[config.mk]
export PLATFORM = sky130hd
export DESIGN_NAME = pin_wake_bank
export DESIGN_NICKNAME = d
export VERILOG_FILES = /design/src/rtl/pin_wake_pkg.sv /design/src/rtl/pin_wake_sync.sv /design/src/rtl/pin_wake_filter.sv /design/src/rtl/pin_wake_det.sv /design/src/rtl/pin_wake_bank.sv
export SDC_FILE = /design/constraint.sdc
export NUM_CORES = 1
export LEC_CHECK = 0
export ABC_AREA = 1
export ABC_CLOCK_PERIOD_IN_PS = 1900
export BUFFER_PORTS_ARGS = -buffer_cell sky130_fd_sc_hd__buf_2
export CAP_MARGIN = 5
export CORE_MARGIN = 1
export CORE_UTILIZATION = 45
export CTS_CLUSTER_DIAMETER = 100
export DETAILED_ROUTE_END_ITERATION = 8
export PLACE_DENSITY = 0.65
export SYNTH_ARGS = -nofsm -noshare
export SYNTH_HDL_FRONTEND = slang
export SYNTH_SLANG_ARGS = --single-unit
[constraint.sdc]
create_clock -name clk_i -period 1.9 [get_ports clk_i]
set_clock_uncertainty 0.15 [all_clocks]
set_input_delay 0.38 -clock clk_i [delete_from_list [all_inputs] [get_ports clk_i]]
set_output_delay 0.38 -clock clk_i [all_outputs]
set_load 0.05 [all_outputs]
[src/rtl/pin_wake_pkg.sv]
package pin_wake_pkg;
   typedef enum logic [2:0] {
      PW_RISE       = 3'd0,
      PW_FALL       = 3'd1,
      PW_EITHER     = 3'd2,
      PW_HIGH_PULSE = 3'd3,
      PW_LOW_PULSE  = 3'd4
   } pw_mode_e;

   localparam int PW_MODE_W = 3;
endpackage

[src/rtl/pin_wake_sync.sv]
module pin_wake_sync #(
   parameter int WIDTH  = 16,
   parameter int STAGES = 2
) (
   input  logic             clk_i,
   input  logic             rst_ni,
   input  logic [WIDTH-1:0] d_i,
   output logic [WIDTH-1:0] q_o
);
   generate
      if (STAGES < 2) begin : g_bad_stages
         $error("pin_wake_sync needs at least two stages");
      end
   endgenerate

   logic [WIDTH-1:0] chain_q [STAGES];

   always_ff @(posedge clk_i or negedge rst_ni) begin
      if (!rst_ni) begin
         for (int s = 0; s < STAGES; s++) chain_q[s] <= '0;
      end else begin
         chain_q[0] <= d_i;
         for (int s = 1; s < STAGES; s++) chain_q[s] <= chain_q[s-1];
      end
   end

   assign q_o = chain_q[STAGES-1];
endmodule

[src/rtl/pin_wake_filter.sv]
module pin_wake_filter #(
   parameter int LEN = 4
) (
   input  logic clk_i,
   input  logic rst_ni,
   input  logic smp_i,
   output logic level_o
);
   logic level_q;

   generate
      if (LEN < 1) begin : g_bad_len
         $error("pin_wake_filter LEN must be at least one");
      end else if (LEN == 1) begin : g_single
         always_ff @(posedge clk_i or negedge rst_ni) begin
            if (!rst_ni) level_q <= 1'b0;
            else         level_q <= smp_i;
         end
      end else begin : g_hist
         logic [LEN-1:0] hist_q;
         always_ff @(posedge clk_i or negedge rst_ni) begin
            if (!rst_ni) begin
               hist_q  <= '0;
               level_q <= 1'b0;
            end else begin
               hist_q <= {hist_q[LEN-2:0], smp_i};
               if (&hist_q)       level_q <= 1'b1;
               else if (~|hist_q) level_q <= 1'b0;
            end
         end

         // the level moves only after a full run of equal samples
         a_r4_stable_run: assert property (@(posedge clk_i) disable iff (!rst_ni)
            !$stable(level_q) |-> $past((&hist_q) || (~|hist_q)));
      end
   endgenerate

   assign level_o = level_q;
endmodule

[src/rtl/pin_wake_det.sv]
module pin_wake_det
   import pin_wake_pkg::*;
#(
   parameter  int NUM_PADS = 16,
   parameter  int CNT_W    = 8,
   parameter  int FILT_LEN = 4,
   localparam int SEL_W    = $clog2(NUM_PADS)
) (
   input  logic                 clk_i,
   input  logic                 rst_ni,
   input  logic [NUM_PADS-1:0]  pads_i,
   input  logic                 en_i,
   input  logic [PW_MODE_W-1:0] mode_i,
   input  logic                 filt_i,
   input  logic [SEL_W-1:0]     sel_i,
   input  logic [CNT_W-1:0]     thr_i,
   input  logic                 lock_i,
   input  logic                 clr_i,
   output logic                 cause_o
);
   localparam logic [CNT_W-1:0] CNT_MAX = {CNT_W{1'b1}};

   logic                 lock_q, en_q, filt_q;
   logic [PW_MODE_W-1:0] mode_q;
   logic [SEL_W-1:0]     sel_q;
   logic [CNT_W-1:0]     thr_q;

   always_ff @(posedge clk_i or negedge rst_ni) begin
      if (!rst_ni) begin
         lock_q <= 1'b0;
         en_q   <= 1'b0;
         filt_q <= 1'b0;
         mode_q <= PW_RISE;
         sel_q  <= '0;
         thr_q  <= '0;
      end else begin
         if (lock_i) lock_q <= 1'b1;
         if (!lock_q) begin
            en_q   <= en_i;
            filt_q <= filt_i;
            mode_q <= mode_i;
            sel_q  <= sel_i;
            thr_q  <= thr_i;
         end
      end
   end

   logic sel_smp, filt_lvl, lvl_now, lvl_q, pol, at_pol, hit, cause_q;
   logic [CNT_W-1:0] cnt_q;

   always_comb begin
      sel_smp = 1'b0;
      if (int'(sel_q) < NUM_PADS) sel_smp = pads_i[sel_q];
   end

   pin_wake_filter #(.LEN(FILT_LEN)) u_filt (
      .clk_i   (clk_i),
      .rst_ni  (rst_ni),
      .smp_i   (sel_smp),
      .level_o (filt_lvl)
   );

   assign lvl_now = filt_q ? filt_lvl : sel_smp;
   assign pol     = (mode_q != PW_LOW_PULSE);
   assign at_pol  = (lvl_now == pol);

   always_comb begin
      hit = 1'b0;
      if (en_q) begin
         case (mode_q)
            PW_RISE:       hit = lvl_now & ~lvl_q;
            PW_FALL:       hit = ~lvl_now & lvl_q;
            PW_EITHER:     hit = lvl_now ^ lvl_q;
            PW_HIGH_PULSE,
            PW_LOW_PULSE:  hit = !at_pol && (lvl_q == pol) && (cnt_q >= thr_q);
            default:       hit = 1'b0;
         endcase
      end
   end

   always_ff @(posedge clk_i or negedge rst_ni) begin
      if (!rst_ni) begin
         lvl_q   <= 1'b0;
         cnt_q   <= '0;
         cause_q <= 1'b0;
      end else begin
         lvl_q   <= lvl_now;
         cause_q <= hit | (cause_q & ~clr_i);
         if (!en_q)                 cnt_q <= '0;
         else if (!at_pol)          cnt_q <= '0;
         else if (cnt_q != CNT_MAX) cnt_q <= cnt_q + 1'b1;
      end
   end

   assign cause_o = cause_q;

   // a set cause bit survives every cycle without a clear
   a_r5_cause_sticky: assert property (@(posedge clk_i) disable iff (!rst_ni)
      cause_q && !clr_i |=> cause_q);
   // a disabled detector keeps its counter at zero
   a_r7_idle_cnt_zero: assert property (@(posedge clk_i) disable iff (!rst_ni)
      !en_q |=> (cnt_q == '0));
   // a disabled detector cannot raise its cause bit
   a_r7_idle_no_set: assert property (@(posedge clk_i) disable iff (!rst_ni)
      !en_q && !cause_q |=> !cause_q);
   // the counter holds at its maximum while the level stays active
   a_r3_cnt_saturate: assert property (@(posedge clk_i) disable iff (!rst_ni)
      en_q && at_pol && (cnt_q == CNT_MAX) |=> (cnt_q == CNT_MAX));
   // locked configuration never moves
   a_r9_lock_freeze: assert property (@(posedge clk_i) disable iff (!rst_ni)
      lock_q |=> $stable(en_q) && $stable(mode_q) && $stable(thr_q) && $stable(sel_q) && $stable(filt_q));
   // edge modes need a level change to set the cause bit
   a_r2_edge_needs_change: assert property (@(posedge clk_i) disable iff (!rst_ni)
      (mode_q <= PW_EITHER) && (lvl_now == lvl_q) && !cause_q |=> !cause_q);
endmodule

[src/rtl/pin_wake_bank.sv]
module pin_wake_bank
   import pin_wake_pkg::*;
#(
   parameter  int NUM_DET     = 8,
   parameter  int NUM_PADS    = 16,
   parameter  int CNT_W       = 8,
   parameter  int FILT_LEN    = 4,
   parameter  int SYNC_STAGES = 2,
   localparam int SEL_W       = $clog2(NUM_PADS)
) (
   input  logic                           clk_i,
   input  logic                           rst_ni,
   input  logic [NUM_PADS-1:0]            pad_i,
   input  logic [NUM_DET-1:0]             cfg_en_i,
   input  logic [NUM_DET*PW_MODE_W-1:0]   cfg_mode_i,
   input  logic [NUM_DET-1:0]             cfg_filt_i,
   input  logic [NUM_DET*SEL_W-1:0]       cfg_sel_i,
   input  logic [NUM_DET*CNT_W-1:0]       cfg_thr_i,
   input  logic [NUM_DET-1:0]             cfg_lock_i,
   input  logic [NUM_DET-1:0]             cause_clr_i,
   output logic [NUM_DET-1:0]             cause_o,
   output logic                           wake_req_o
);
   generate
      if (NUM_PADS < 2) begin : g_bad_pads
         $error("pin_wake_bank needs at least two pads");
      end
      if (NUM_DET < 1) begin : g_bad_det
         $error("pin_wake_bank needs at least one detector");
      end
   endgenerate

   logic [NUM_PADS-1:0] pad_sync;

   pin_wake_sync #(.WIDTH(NUM_PADS), .STAGES(SYNC_STAGES)) u_sync (
      .clk_i  (clk_i),
      .rst_ni (rst_ni),
      .d_i    (pad_i),
      .q_o    (pad_sync)
   );

   generate
      for (genvar d = 0; d < NUM_DET; d++) begin : g_det
         pin_wake_det #(
            .NUM_PADS (NUM_PADS),
            .CNT_W    (CNT_W),
            .FILT_LEN (FILT_LEN)
         ) u_det (
            .clk_i   (clk_i),
            .rst_ni  (rst_ni),
            .pads_i  (pad_sync),
            .en_i    (cfg_en_i[d]),
            .mode_i  (cfg_mode_i[d*PW_MODE_W +: PW_MODE_W]),
            .filt_i  (cfg_filt_i[d]),
            .sel_i   (cfg_sel_i[d*SEL_W +: SEL_W]),
            .thr_i   (cfg_thr_i[d*CNT_W +: CNT_W]),
            .lock_i  (cfg_lock_i[d]),
            .clr_i   (cause_clr_i[d]),
            .cause_o (cause_o[d])
         );
      end
   endgenerate

   assign wake_req_o = |cause_o;

   // a request cannot appear without some cause bit having risen
   a_r6_req_from_cause: assert property (@(posedge clk_i) disable iff (!rst_ni)
      $rose(wake_req_o) |-> ($countones(cause_o) > 0));
endmodule

==> flow_results.xml <==
<?xml version="1.0" encoding="UTF-8"?>
<metrics>
  <group name="status">
    <metric name="run_status" unit="">finished with violations</metric>
    <metric name="failed_checks" unit="">negative setup slack</metric>
  </group>
  <group name="clock_tree">
    <metric name="cts_root_buf" unit="">sky130_fd_sc_hd__clkbuf_16</metric>
    <metric name="tritoncts.num_buffers" unit="">35</metric>
    <metric name="clock_sinks" unit="">296</metric>
    <metric name="tritoncts" unit="">yes</metric>
    <metric name="insertion_delay" unit="ns">0.51</metric>
    <metric name="clkSlewWorstSetupHoldPaths" unit="ns">0.06</metric>
    <metric name="cts_buffer_depth" unit="">3</metric>
    <metric name="htreeDepth" unit="">2</metric>
  </group>
  <group name="synthesis">
    <metric name="count_of_synthesis_stage_warnings_from_yosys" unit="">0</metric>
    <metric name="combined_area_of_all_synthesized_cells" unit="mm^2">0.0156</metric>
    <metric name="postSynthNetCount" unit="">2101</metric>
    <metric name="synth-seq-area-share" unit="%">47.5</metric>
    <metric name="post_synth_inst_count" unit="">1843</metric>
    <metric name="yosys_reg_bits" unit="">296</metric>
    <metric name="syn_avg_cell_area" unit="um^2">8.46</metric>
    <metric name="synth.lib_cells_used.distinct" unit="">31</metric>
  </group>
  <group name="timing">
    <metric name="timing.final.max_slew_violations" unit="">0</metric>
    <metric name="timing.final.ws_setup" unit="ns">-0.298</metric>
    <metric name="unrepaired_setup_endpoints_after_global_routing" unit="">true</metric>
    <metric name="timing_hold_violations_final" unit="">0</metric>
    <metric name="fmaxAchievable" unit="MHz">455</metric>
    <metric name="finalSetupViolCount" unit="">39</metric>
    <metric name="slew_headroom" unit="%">65.1</metric>
    <metric name="post-route-period-util" unit="%">116</metric>
    <metric name="tightest_slew" unit="ns">0.518</metric>
    <metric name="timing.final.crit_period" unit="ns">2.20</metric>
  </group>
  <group name="route">
    <metric name="routed_wl" unit="mm">43.3</metric>
    <metric name="drc_errors" unit="">0</metric>
    <metric name="routed_wire_length_per_instance" unit="um">15.2</metric>
    <metric name="drt_pass1_iterations" unit="">5</metric>
    <metric name="antenna_violating_nets_post_route" unit="">0</metric>
    <metric name="drtIter0Drc" unit="">793</metric>
    <metric name="avgViaCountPerCell" unit="">5.08</metric>
    <metric name="via_count" unit="">14500</metric>
  </group>
  <group name="min_path">
    <metric name="min-delay-start" unit="">cfg_sel_i[4]</metric>
    <metric name="hold-path-cell-count" unit="">3</metric>
    <metric name="worstHoldEndpoint" unit="">g_det[1].u_det.sel_q[0]$_DFFE_PN0N_</metric>
    <metric name="worstHoldPathType" unit="">in2reg</metric>
  </group>
  <group name="floorplanning">
    <metric name="io-pin-count" unit="">179</metric>
    <metric name="die-height" unit="um">188</metric>
    <metric name="initial_core_util" unit="%">46.1</metric>
    <metric name="placementRows" unit="">67</metric>
    <metric name="floorplan.die_area" unit="mm^2">0.0354</metric>
    <metric name="core_area" unit="mm^2">0.0338</metric>
    <metric name="die_w" unit="um">188</metric>
  </group>
  <group name="grt">
    <metric name="globalRouteOverflowTotal" unit="">0</metric>
    <metric name="grt_use_total" unit="%">23.4</metric>
    <metric name="first_global_vias" unit="">14300</metric>
    <metric name="grt_max_degree" unit="">76</metric>
    <metric name="grt_first_pass_wirelength" unit="mm">68.2</metric>
    <metric name="grt_antenna_before_repair" unit="">0</metric>
  </group>
  <group name="final_layout">
    <metric name="nets" unit="">2633</metric>
    <metric name="final_cell_count_no_fill" unit="">2845</metric>
    <metric name="areaGrowthSynthToFinish" unit="%">46.9</metric>
    <metric name="final_design_area_no_fill" unit="mm^2">0.0229</metric>
    <metric name="final_util" unit="%">67.8</metric>
    <metric name="drive_above_1_share" unit="%">34.7</metric>
    <metric name="antenna_cells_inserted" unit="">0</metric>
  </group>
  <group name="place">
    <metric name="globalplace.congestion" unit="">0.845</metric>
    <metric name="port-buffer-count" unit="">178</metric>
    <metric name="place.detailed.hpwl" unit="mm">26.0</metric>
    <metric name="postPlaceCellArea" unit="mm^2">0.0176</metric>
    <metric name="detailedPlace.worstSlack" unit="ns">-0.347</metric>
    <metric name="place_inst" unit="">2507</metric>
  </group>
  <group name="critical_path">
    <metric name="r2r-end" unit="">g_det[4].u_det.cause_o$_DFF_PN0_</metric>
    <metric name="timing.critical_path.required" unit="ns">1.37</metric>
    <metric name="crit_path_cell_trace" unit="">nor4_4 -&gt; buf_4 -&gt; nand2_2 -&gt; buf_6</metric>
    <metric name="worstSetupEndpointType" unit="">output pin</metric>
    <metric name="worst_setup_path_start_kind" unit="">flop</metric>
    <metric name="worstSetupPathType" unit="">reg2out</metric>
    <metric name="critical-path-max-stage-delay" unit="ns">0.45</metric>
    <metric name="worstReg2RegStart" unit="">u_sync.q_o[11]$_DFF_PN0_</metric>
    <metric name="cp_data_arrival_time" unit="ns">1.67</metric>
    <metric name="ff2ff_setup_slack" unit="ns">-0.27</metric>
    <metric name="crit_slowest_cell" unit="">sky130_fd_sc_hd__dfrtp_2</metric>
    <metric name="r2r_cells" unit="">16</metric>
    <metric name="path_max_fanout" unit="">2</metric>
  </group>
  <group name="pwr">
    <metric name="power_per_cell_area" unit="mW/mm^2">927</metric>
    <metric name="vdd_drop_max" unit="uV">689</metric>
    <metric name="report.power.total" unit="W">0.0212</metric>
    <metric name="total_leakage_power" unit="nW">11.1</metric>
  </group>
  <group name="flow_run">
    <metric name="cap_violations" unit="">0</metric>
  </group>
</metrics>
==> final cells by class <==
type / count / area (um^2)
fill: 2497 / 10900
multi-input combinational: 1222 / 8110
sequential: 296 / 7420
timing repair buffer: 535 / 4490
inverter: 280 / 1100
clock buffer: 46 / 1000
tap: 448 / 561
clock inverter: 13 / 190
timing repair inverter: 5 / 27.5
==> routing by layer <==
layer	vias to the layer above	wire [um]	GRT usage, %	part of all wire (%)
met4	0	1210	8.26	2.8
met1	6939	18400	30.4	42
met3	98	1960	3.31	4.5
met2	383	21700	39.9	50
li1	7031	-	-	-
met5	-	0	0	0
==> state kept, by name, indices dropped and copies added, names as in the netlist <==
| name | cells |
|---|---|
| g_det.u_det.cause_o | 8 |
| g_det.u_det.cnt_q | 64 |
| g_det.u_det.en_q | 8 |
| g_det.u_det.filt_q | 8 |
| g_det.u_det.lock_q | 8 |
| g_det.u_det.lvl_q | 8 |
| g_det.u_det.mode_q | 24 |
| g_det.u_det.sel_q | 32 |
| g_det.u_det.thr_q | 64 |
| g_det.u_det.u_filt.g_hist.hist_q | 32 |
| g_det.u_det.u_filt.level_o | 8 |
| u_sync.chain_q | 16 |
| u_sync.q_o | 16 |
==> kinds of logic after synthesis <==
kind of cell    Yosys count  share of synthesized area (%)
simple gates            883                           27.2
fa+ha+maj                88                           7.06
flops                   296                           47.5
compound gates          240                           8.70
buf+inv                 328                           9.05
xor+xnor                  8                          0.450
==> worst max path at each step <==
stage	start	endpoint	slack, ns	cells after the start
2_1_floorplan	g_det[4].u_det.sel_q[0]$_DFFE_PN0N_	g_det[4].u_det.cause_o$_DFF_PN0_	-0.04	15
3_3_place_gp	u_sync.q_o[1]$_DFF_PN0_	g_det[4].u_det.cause_o$_DFF_PN0_	-0.29	15
3_5_place_dp	g_det[4].u_det.sel_q[0]$_DFFE_PN0N_	g_det[4].u_det.cause_o$_DFF_PN0_	-0.35	14
4_1_cts	g_det[2].u_det.cause_o$_DFF_PN0_	wake_req_o	-0.32	4
5_1_grt	u_sync.q_o[10]$_DFF_PN0_	g_det[6].u_det.cause_o$_DFF_PN0_	-0.38	15
6_report	g_det[0].u_det.cause_o$_DFF_PN0_	wake_req_o	-0.30	4
==> report_power, final <==
group | switching (W) | total (W) | internal [W]
registers | 0.000801 | 0.00799 | 0.00719
logic | 0.00333 | 0.00628 | 0.00295
clock network | 0.00259 | 0.00696 | 0.00436
==> placed cells by master, fill, tap and decap left out, drive strengths merged <==
| cell | netlist | final |
|---|---|---|
| or2 | 8 | 8 |
| nand2 | 529 | 532 |
| nand4 | 16 | 16 |
| a21oi | 64 | 64 |
| o311ai | 8 | 8 |
| nand3b | 8 | 8 |
| nor4 | 26 | 26 |
| nor2 | 80 | 80 |
| bufinv | 0 | 5 |
| o21ai | 136 | 136 |
| o21bai | 8 | 8 |
| nand3 | 216 | 216 |
| a211oi | 16 | 16 |
| xor2 | 8 | 8 |
| clkbuf | 25 | 46 |
| clkinv | 5 | 13 |
| dlygate4sd3 | 0 | 167 |
| ha | 88 | 88 |
| inv | 275 | 280 |
| o2111ai | 8 | 8 |
| buf | 23 | 368 |
| dfrtp | 296 | 296 |
==> worst max-delay path: cells and delay by family, from the launching register on <==
kind | cells | cell delay [ns]
DFF | 1 | 0.45
and+or+nand+nor | 2 | 0.38
buffers and inverters | 2 | 0.34
==> stage by stage <==
step | setup TNS, ns | hold slack (ns)
after global routing | -8.73 | 0.0215
after global placement | -1.93 | 0.102
after floorplan | -0.273 | -0.0656
after detailed placement | -2.17 | 0.100
after CTS | -2.74 | 0.00758
final | -3.98 | 0.00912
==> repair_timing <==
item	4_1_cts	5_1_grt
setup endpoints to repair	12	72
buffers inserted	46	68
pin swaps	127	132
hold buffers	167	0
hold endpoints to repair	462	0
gates resized for setup	188	224
cloned	3	5
==> cell usage after synthesis, drive strengths merged <==
cell type,count,area [um^2]
a211oi,16,155
a21oi,64,320
buf,23,208
clkbuf,25,104
clkinv,5,18.8
dfrtp,296,7410
ha,88,1100
inv,275,1080
nand2,529,2080
nand3,216,1410
nand3b,8,60.1
nand4,16,100
nor2,80,328
nor4,26,213
o2111ai,8,70.1
o21ai,136,681
o21bai,8,60.1
o311ai,8,70.1
or2,8,50.1
xor2,8,70.1
Power figures use the tool's default switching activity.
